$ cat config.mk
export PLATFORM = sky130hd
export DESIGN_NAME = ebus_slave_bridge
export DESIGN_NICKNAME = d
export VERILOG_FILES = /design/src/rtl/ebus_slave_bridge.sv
export SDC_FILE = /design/constraint.sdc
export NUM_CORES = 2
export LEC_CHECK = 0
export BUFFER_PORTS_ARGS = -buffer_cell sky130_fd_sc_hd__buf_2
export CAP_MARGIN = 20
export CORE_ASPECT_RATIO = 0.75
export CORE_UTILIZATION = 38
export DETAILED_ROUTE_END_ITERATION = 8
export SKIP_CTS_REPAIR_TIMING = 1
export SYNTH_ARGS = -nofsm -noshare
export SYNTH_HDL_FRONTEND = slang
export SYNTH_SLANG_ARGS = --single-unit
export TNS_END_PERCENT = 5
$ cat constraint.sdc
create_clock -name clk -period 3.2 [get_ports clk]
set_input_delay 0.48 -clock clk [delete_from_list [all_inputs] [get_ports clk]]
set_output_delay 0.48 -clock clk [all_outputs]
set_load 0.005 [all_outputs]
$ cat src/rtl/ebus_slave_bridge.sv
module ebus_slave_bridge #(
  parameter int DW     = 16,
  parameter int AW     = 10,
  parameter int REG_AW = 6
) (
  input  logic          clk,
  input  logic          rst_n,
  input  logic [AW-1:0] bus_a,
  input  logic [DW-1:0] bus_d_in,
  output logic [DW-1:0] bus_d_out,
  output logic          bus_d_oe,
  input  logic          bus_cs_ctl_n,
  input  logic          bus_cs_dat_n,
  input  logic          bus_we_n,
  input  logic          bus_oe_n,
  input  logic [DW/8-1:0] bus_be_n,
  output logic [DW-1:0] wr_data,
  output logic          wr_push,
  input  logic [DW-1:0] rd_data,
  output logic          rd_pop
);
  localparam int BW   = DW / 8;
  localparam int NREG = 1 << REG_AW;
  localparam int SW   = BW + 4;
  localparam int I_OE = BW;
  localparam int I_WE = BW + 1;
  localparam int I_CD = BW + 2;
  localparam int I_CC = BW + 3;
  localparam int PW   = AW + DW;

  logic [SW-1:0] st1, st2, st3;
  logic [PW-1:0] ad1, ad2, ad3;
  logic [DW-1:0] regs [NREG];
  logic          rd_open;

  // async read path: strobes gate the drive directly
  assign bus_d_oe  = (~bus_cs_ctl_n | ~bus_cs_dat_n) & ~bus_oe_n;
  assign bus_d_out = ~bus_cs_ctl_n ? regs[bus_a[REG_AW-1:0]] : rd_data;

  always_ff @(posedge clk or negedge rst_n) begin
    if (!rst_n) begin
      st1 <= '1; st2 <= '1; st3 <= '1;
      ad1 <= '0; ad2 <= '0; ad3 <= '0;
    end else begin
      st1 <= {bus_cs_ctl_n, bus_cs_dat_n, bus_we_n, bus_oe_n, bus_be_n};
      st2 <= st1; st3 <= st2;
      ad1 <= {bus_a, bus_d_in};
      ad2 <= ad1; ad3 <= ad2;
    end
  end

  logic          we_rise, lane_any, ctl_wr, dat_wr, rd_act;
  logic [DW-1:0] wd;
  logic [REG_AW-1:0] widx;

  assign we_rise  = st2[I_WE] & ~st3[I_WE];
  assign lane_any = ~&st3[BW-1:0];
  assign ctl_wr   = we_rise & ~st3[I_CC];
  assign dat_wr   = we_rise & ~st3[I_CD] & lane_any;
  assign wd       = ad3[DW-1:0];
  assign widx     = ad3[DW +: REG_AW];
  assign rd_act   = ~st2[I_CD] & ~st2[I_OE];

  always_ff @(posedge clk or negedge rst_n) begin
    if (!rst_n) begin
      for (int i = 0; i < NREG; i++) regs[i] <= '0;
    end else if (ctl_wr) begin
      for (int b = 0; b < BW; b++)
        if (!st3[b]) regs[widx][b*8 +: 8] <= wd[b*8 +: 8];
    end
  end

  always_ff @(posedge clk or negedge rst_n) begin
    if (!rst_n) begin
      wr_push <= 1'b0;
      wr_data <= '0;
      rd_open <= 1'b0;
      rd_pop  <= 1'b0;
    end else begin
      wr_push <= dat_wr;
      if (dat_wr) wr_data <= wd;
      rd_pop  <= rd_open & ~rd_act;
      rd_open <= rd_act;
    end
  end

  assert_push_pulse_R4: assert property (@(posedge clk) disable iff (!rst_n)
    wr_push |=> !wr_push);
  assert_pop_pulse_R6: assert property (@(posedge clk) disable iff (!rst_n)
    rd_pop |=> !rd_pop);
  assert_pop_follows_read_R6: assert property (@(posedge clk) disable iff (!rst_n)
    rd_pop |-> $past(rd_open));
  assert_push_not_pop_R7: assert property (@(posedge clk) disable iff (!rst_n)
    wr_push |-> !rd_pop);
endmodule

== Word-level counts from Yosys, hierarchy flattened ==
Index checks and enable logic that the tools add are counted.

* Muxes and demuxes: 13
* Bitwise logic cells: 19
* Reductions and logical operators: 3
* $mul: 0
* Add/subtract/negate cells: 0
* Order comparisons: 3
* Div/mod/pow operators: 0
* Equal/unequal tests: 0
* Shift operators: 0

{| class="wikitable"
|+ Operators by type and width
! kind !! number
|-
| 1024-bit 2-to-1 mux || 3
|-
| 1024-bit bitwise mux || 2
|-
| 16-bit demux with 6-bit select || 2
|-
| 16-bit binary-select mux with 6-bit select || 1
|-
| 16-bit 2-to-1 mux || 4
|-
| 7-bit >= comparator (second input constant) || 2
|-
| 6-bit inverter with 7-bit output || 2
|-
| 1-bit inverter || 9
|-
| 8-bit 2-to-1 mux || 1
|-
| 1-bit AND || 7
|-
| 7-bit by 1-bit < comparator with 1-bit output (second input constant) || 1
|-
| 2-bit AND reduction || 1
|-
| 1-bit logical AND || 1
|-
| 1-bit logical NOT || 1
|-
| 1-bit OR || 1
|}

* Word-level logic and storage cells: 112
* Memory bits (writable): 0
* Bits in latches: 0
* Flip-flop bits (word level): 1127
* Bits in read-only memories: 0
* Memories: 0

== Depth between registers and ports, before layout ==
* Word-level depth: 10
* Gate-level depth with buffers: 9

== Least setup slack after synthesis ==
Ideal clock, no wire load.

* Kind: input to output
* Start point: in bus_a[2]
* End point: out bus_d_out[5]
* Setup slack: 0.593 ns
* Data required time: 2.720 ns
* Stages: 9
* Data arrival time: 2.127 ns
* Path buffers: 4
* Path through: buf_2 > buf_2 > buf_2 > buf_1 > mux4_2 > a22oi_1 > nand2_1 > a21oi_1 > o21ai_0

* Longest elaborated chain between the ends: 5

{| class="wikitable"
|+ RTL lines
! element !! RTL line !! text
|-
| from (decl) || 8 || <nowiki>input logic [AW-1:0] bus_a,</nowiki>
|-
| 6-bit inverter with 7-bit output (implied by the code) || 38 || <nowiki>assign bus_d_out = ~bus_cs_ctl_n ? regs[bus_a[REG_AW-1:0]] : rd_data;</nowiki>
|-
| 16-bit binary-select mux with 6-bit select || 38 ||
|-
| 16-bit 2-to-1 mux (implied by the code) (2 in series) || 38 ||
|-
| 16-bit 2-to-1 mux || 38 ||
|-
| to (decl) || 10 || <nowiki>output logic [DW-1:0] bus_d_out,</nowiki>
|}

No other way between the ends. The select of a mux whose other input is x is not followed.

== Worst setup path after layout ==
* Start point: reg regs[48] (netlist name)
* End point: out bus_d_out[0]

* Longest elaborated chain between the ends: 4

{| class="wikitable"
|+ RTL lines
! element !! RTL line !! text
|-
| from (decl) || 33 || <nowiki>logic [DW-1:0] regs [NREG];</nowiki>
|-
| from (signal, indexed assignment) || 69 || <nowiki>if (!st3[b]) regs[widx][b*8 +: 8] <= wd[b*8 +: 8];</nowiki>
|-
| 16-bit binary-select mux with 6-bit select || 38 ||
|-
| 16-bit 2-to-1 mux (implied by the code) (2 in series) || 38 ||
|-
| 16-bit 2-to-1 mux || 38 ||
|}

No other way between the ends. The select of a mux whose other input is x is not followed.

==> impl_results.md <==
* Peak fanout along the critical path at 2
* PortBufs at 80
* Outcome: finished, violations left
* Grt total ovfl at 0
* Async set-reset flop share out of synthesis at 100.0%
* Cell area after placement at 53910 µm²
* Unique masters post-synth at 43
* Final Hold Viols at 0
* Ratio of cells with drive above 1 in the final layout at 54.77%
* Failing checks: setup timing
* Max frequency at 310.7 MHz
* Worst Setup Start Kind: flop
* Detailed Place HPWL at 84.22 mm
* Pins Over Slew Limit at 0
* Ys Warns at 0
* Via count at 28608
* Initial core utilization at 38.25%
* GRT Resource Usage Total at 19.49%
* Final WS setup at -0.01813 ns
* Tcrit/Tclk final at 100.6%
* Number of instances in the placed design at 5057
* Clock sinks at 1126
* Total power at 0.03047 W
* FP Rows at 115
* WS Path Type: reg2out
* Worst EP arrival at 2.74 ns
* Slew @ Worst Pin at 1.101 ns
* Synth Net Count at 3309
* Clock Skews at 0.02473 ns
* Die W at 421.5 µm
* Hold Crit Class: in2reg
* Worst path required time at 2.72 ns
* Worst setup EP type: output pin
* Fillers at 11665
* Min Tclk post-route at 3.218 ns
* Leakage power at 27.54 nW
* DRC violations left at 0
* Root Buffer: clkbuf_16
* Mapped Cells at 3259
* Yosys reg bits at 1126
* Unrepaired setup endpoints after global routing: yes
* Initial antenna violation count at 6
* Clock tree buffer depth at 3
* Final wirelength at 127.9 mm
* CTS tree: yes
* CTS clk-pin slew, worst paths at 0.06 ns
* Prevailing post-synth register cell: dfrtp_1
* CORE AREA at 131100 µm²
* Mapped cell area at 50140 µm²
* Global-route wire length before repair at 196.9 mm
* Setup violators final at 1
* Detailed-router iteration count before antenna repair at 7
* H-tree levels at 3
* Layout area overhead at 15.76%
* TritonCTS Buffers at 108
* Hold slack at 0.06931 ns
* Max Cap Viol at 0
* Worst vdd ir at 384.8 µV
* Clk_lat worst skew at 0.73 ns
* Via density per instance at 5.417
* Setup TNS at -0.01813 ns
* Global placer's final weighted congestion at 0.8082
* Antenna Violating Nets Remaining at 0
* WL/cell at 24.23 µm
* Register area share after synthesis at 56.23%
* Vias in the first global route at 29977
* Drt initial violations at 1867
* # IOs at 85
* NumNets Final at 3486
* Largest net degree at the start of global routing at 98
* Max_slew headroom at 26.57%
* Total die area at 133400 µm²
* Cell area power density at 525.0 nW/µm²
* Final Non-Filler Cells at 5281
* Fin area at 58050 µm²
* Number of synthesized flops with an enable pin at 0
* Die Height at 316.6 µm
* Avg Cell Area, Syn at 15.39 µm²
[where the power goes]
part / switching, W / internal (W) / total, W
Combinational: 0.00114 / 0.000830 / 0.00197
Sequential: 0.000304 / 0.0147 / 0.0150
Clock: 0.00570 / 0.00783 / 0.0135
[layout make-up]
class | count | area (µm²) | area share [%]
flip-flops and latches | 1126 | 28220 | 48.61
repair buffers | 303 | 2733 | 4.708
inverters | 1 | 3.754 | 0.006466
clock buffers | 153 | 3157 | 5.438
clock inverters | 45 | 576.8 | 0.9937
multi-input cells | 1896 | 21160 | 36.45
well taps | 1755 | 2196 | 3.783
diodes | 2 | 5.005 | 0.008622
[cells by family after synthesis]
kind of cell           Yosys count  share of synthesized area (%)
flip-flops                    1126                          56.23
AND/OR/NAND/NOR                310                          4.132
AO/OA/AOI/OAI                  210                          2.785
buffers and inverters          237                          1.956
multiplexers                  1376                          34.89
[cells in the final DEF (no fill, tap or decap), drive strengths merged, types with 4 or more instances in the layout]
cell         instances
dfstp               17
buf                280
clkinvlp             4
nand2               93
mux4               192
a22oi               64
nand3                5
dlygate4sd3         23
mux2i              128
a2111oi             16
nand3b               4
mux2              1056
clkbuf             153
nor2b                5
a221oi              16
bufinv              12
clkinv              30
a21oi               49
nor2               185
o21ai               16
o22ai               48
dfrtp             1109
[metrics by stage]
step	utilization, %	setup WS, ns
floorplan	-	0.5933
global placement	41.11	-0.06913
detailed placement	41.13	-0.07846
CTS	43.97	-0.1666
global route	44.28	-0.04832
finish	44.28	-0.01813
[path summary, 6_finish.rpt]
check | slack, ns | cells past startpoint | start | endpoint
setup / recovery | -0.02 | 6 | regs[48] | bus_d_out[0]
hold / removal | 0.07 | 1 | bus_a[5] | ad1[21]
setup reg to reg | 0.45 | 4 | ad3[21] | regs[758]
hold reg to reg | 0.34 | 0 | ad2[21] | ad3[21]
max in group asynchronous | 1.77 | 3 | rst_n | regs[19]
min in group asynchronous | 0.34 | 2 | rst_n | regs[833]
[critical path: stages (launching register included)]
cell     delay, ns
dfrtp_1       0.39
mux4_2        0.46
a22oi_1       0.29
a21oi_1       0.19
a21oi_1       0.28
o21ai_1       0.22
buf_2         0.18
[layer usage]
layer	track usage, %	share of wire, %
met1	29.30	49
met2	29.20	44
met3	3.295	4.4
met5	0	0.0055
met4	4.975	2.4
[sequential cells by signal, summed over array words and instances, names as in the netlist, 5 cells and up]
signal and cells:
ad3 22, st2 6, ad2 22, st3 5
wr_data 16, ad1 22, regs 1024, st1 6
[synthesized netlist by cell type (all sizes together) (2+ instances only)]
cell type	n	area [µm²]
a2111oi	16	140.1
a21oi	49	245.2
a221oi	16	140.1
a22oi	64	480.5
buf	65	335.3
clkbuf	171	641.9
dfrtp	1109	27750
dfstp	17	446.7
mux2	1056	11890
mux2i	128	1281
mux4	192	4324
nand2	93	379.1
nand2b	2	20.02
nand3	5	75.07
nand3b	4	30.03
nand4b	3	26.28
nand4bb	2	22.52
nor2	185	1390
nor2b	5	31.28
o21ai	16	80.07
o22ai	48	300.3
or3	2	17.52
or3b	3	28.78
Note: power is estimated with default switching activity, not from simulation.
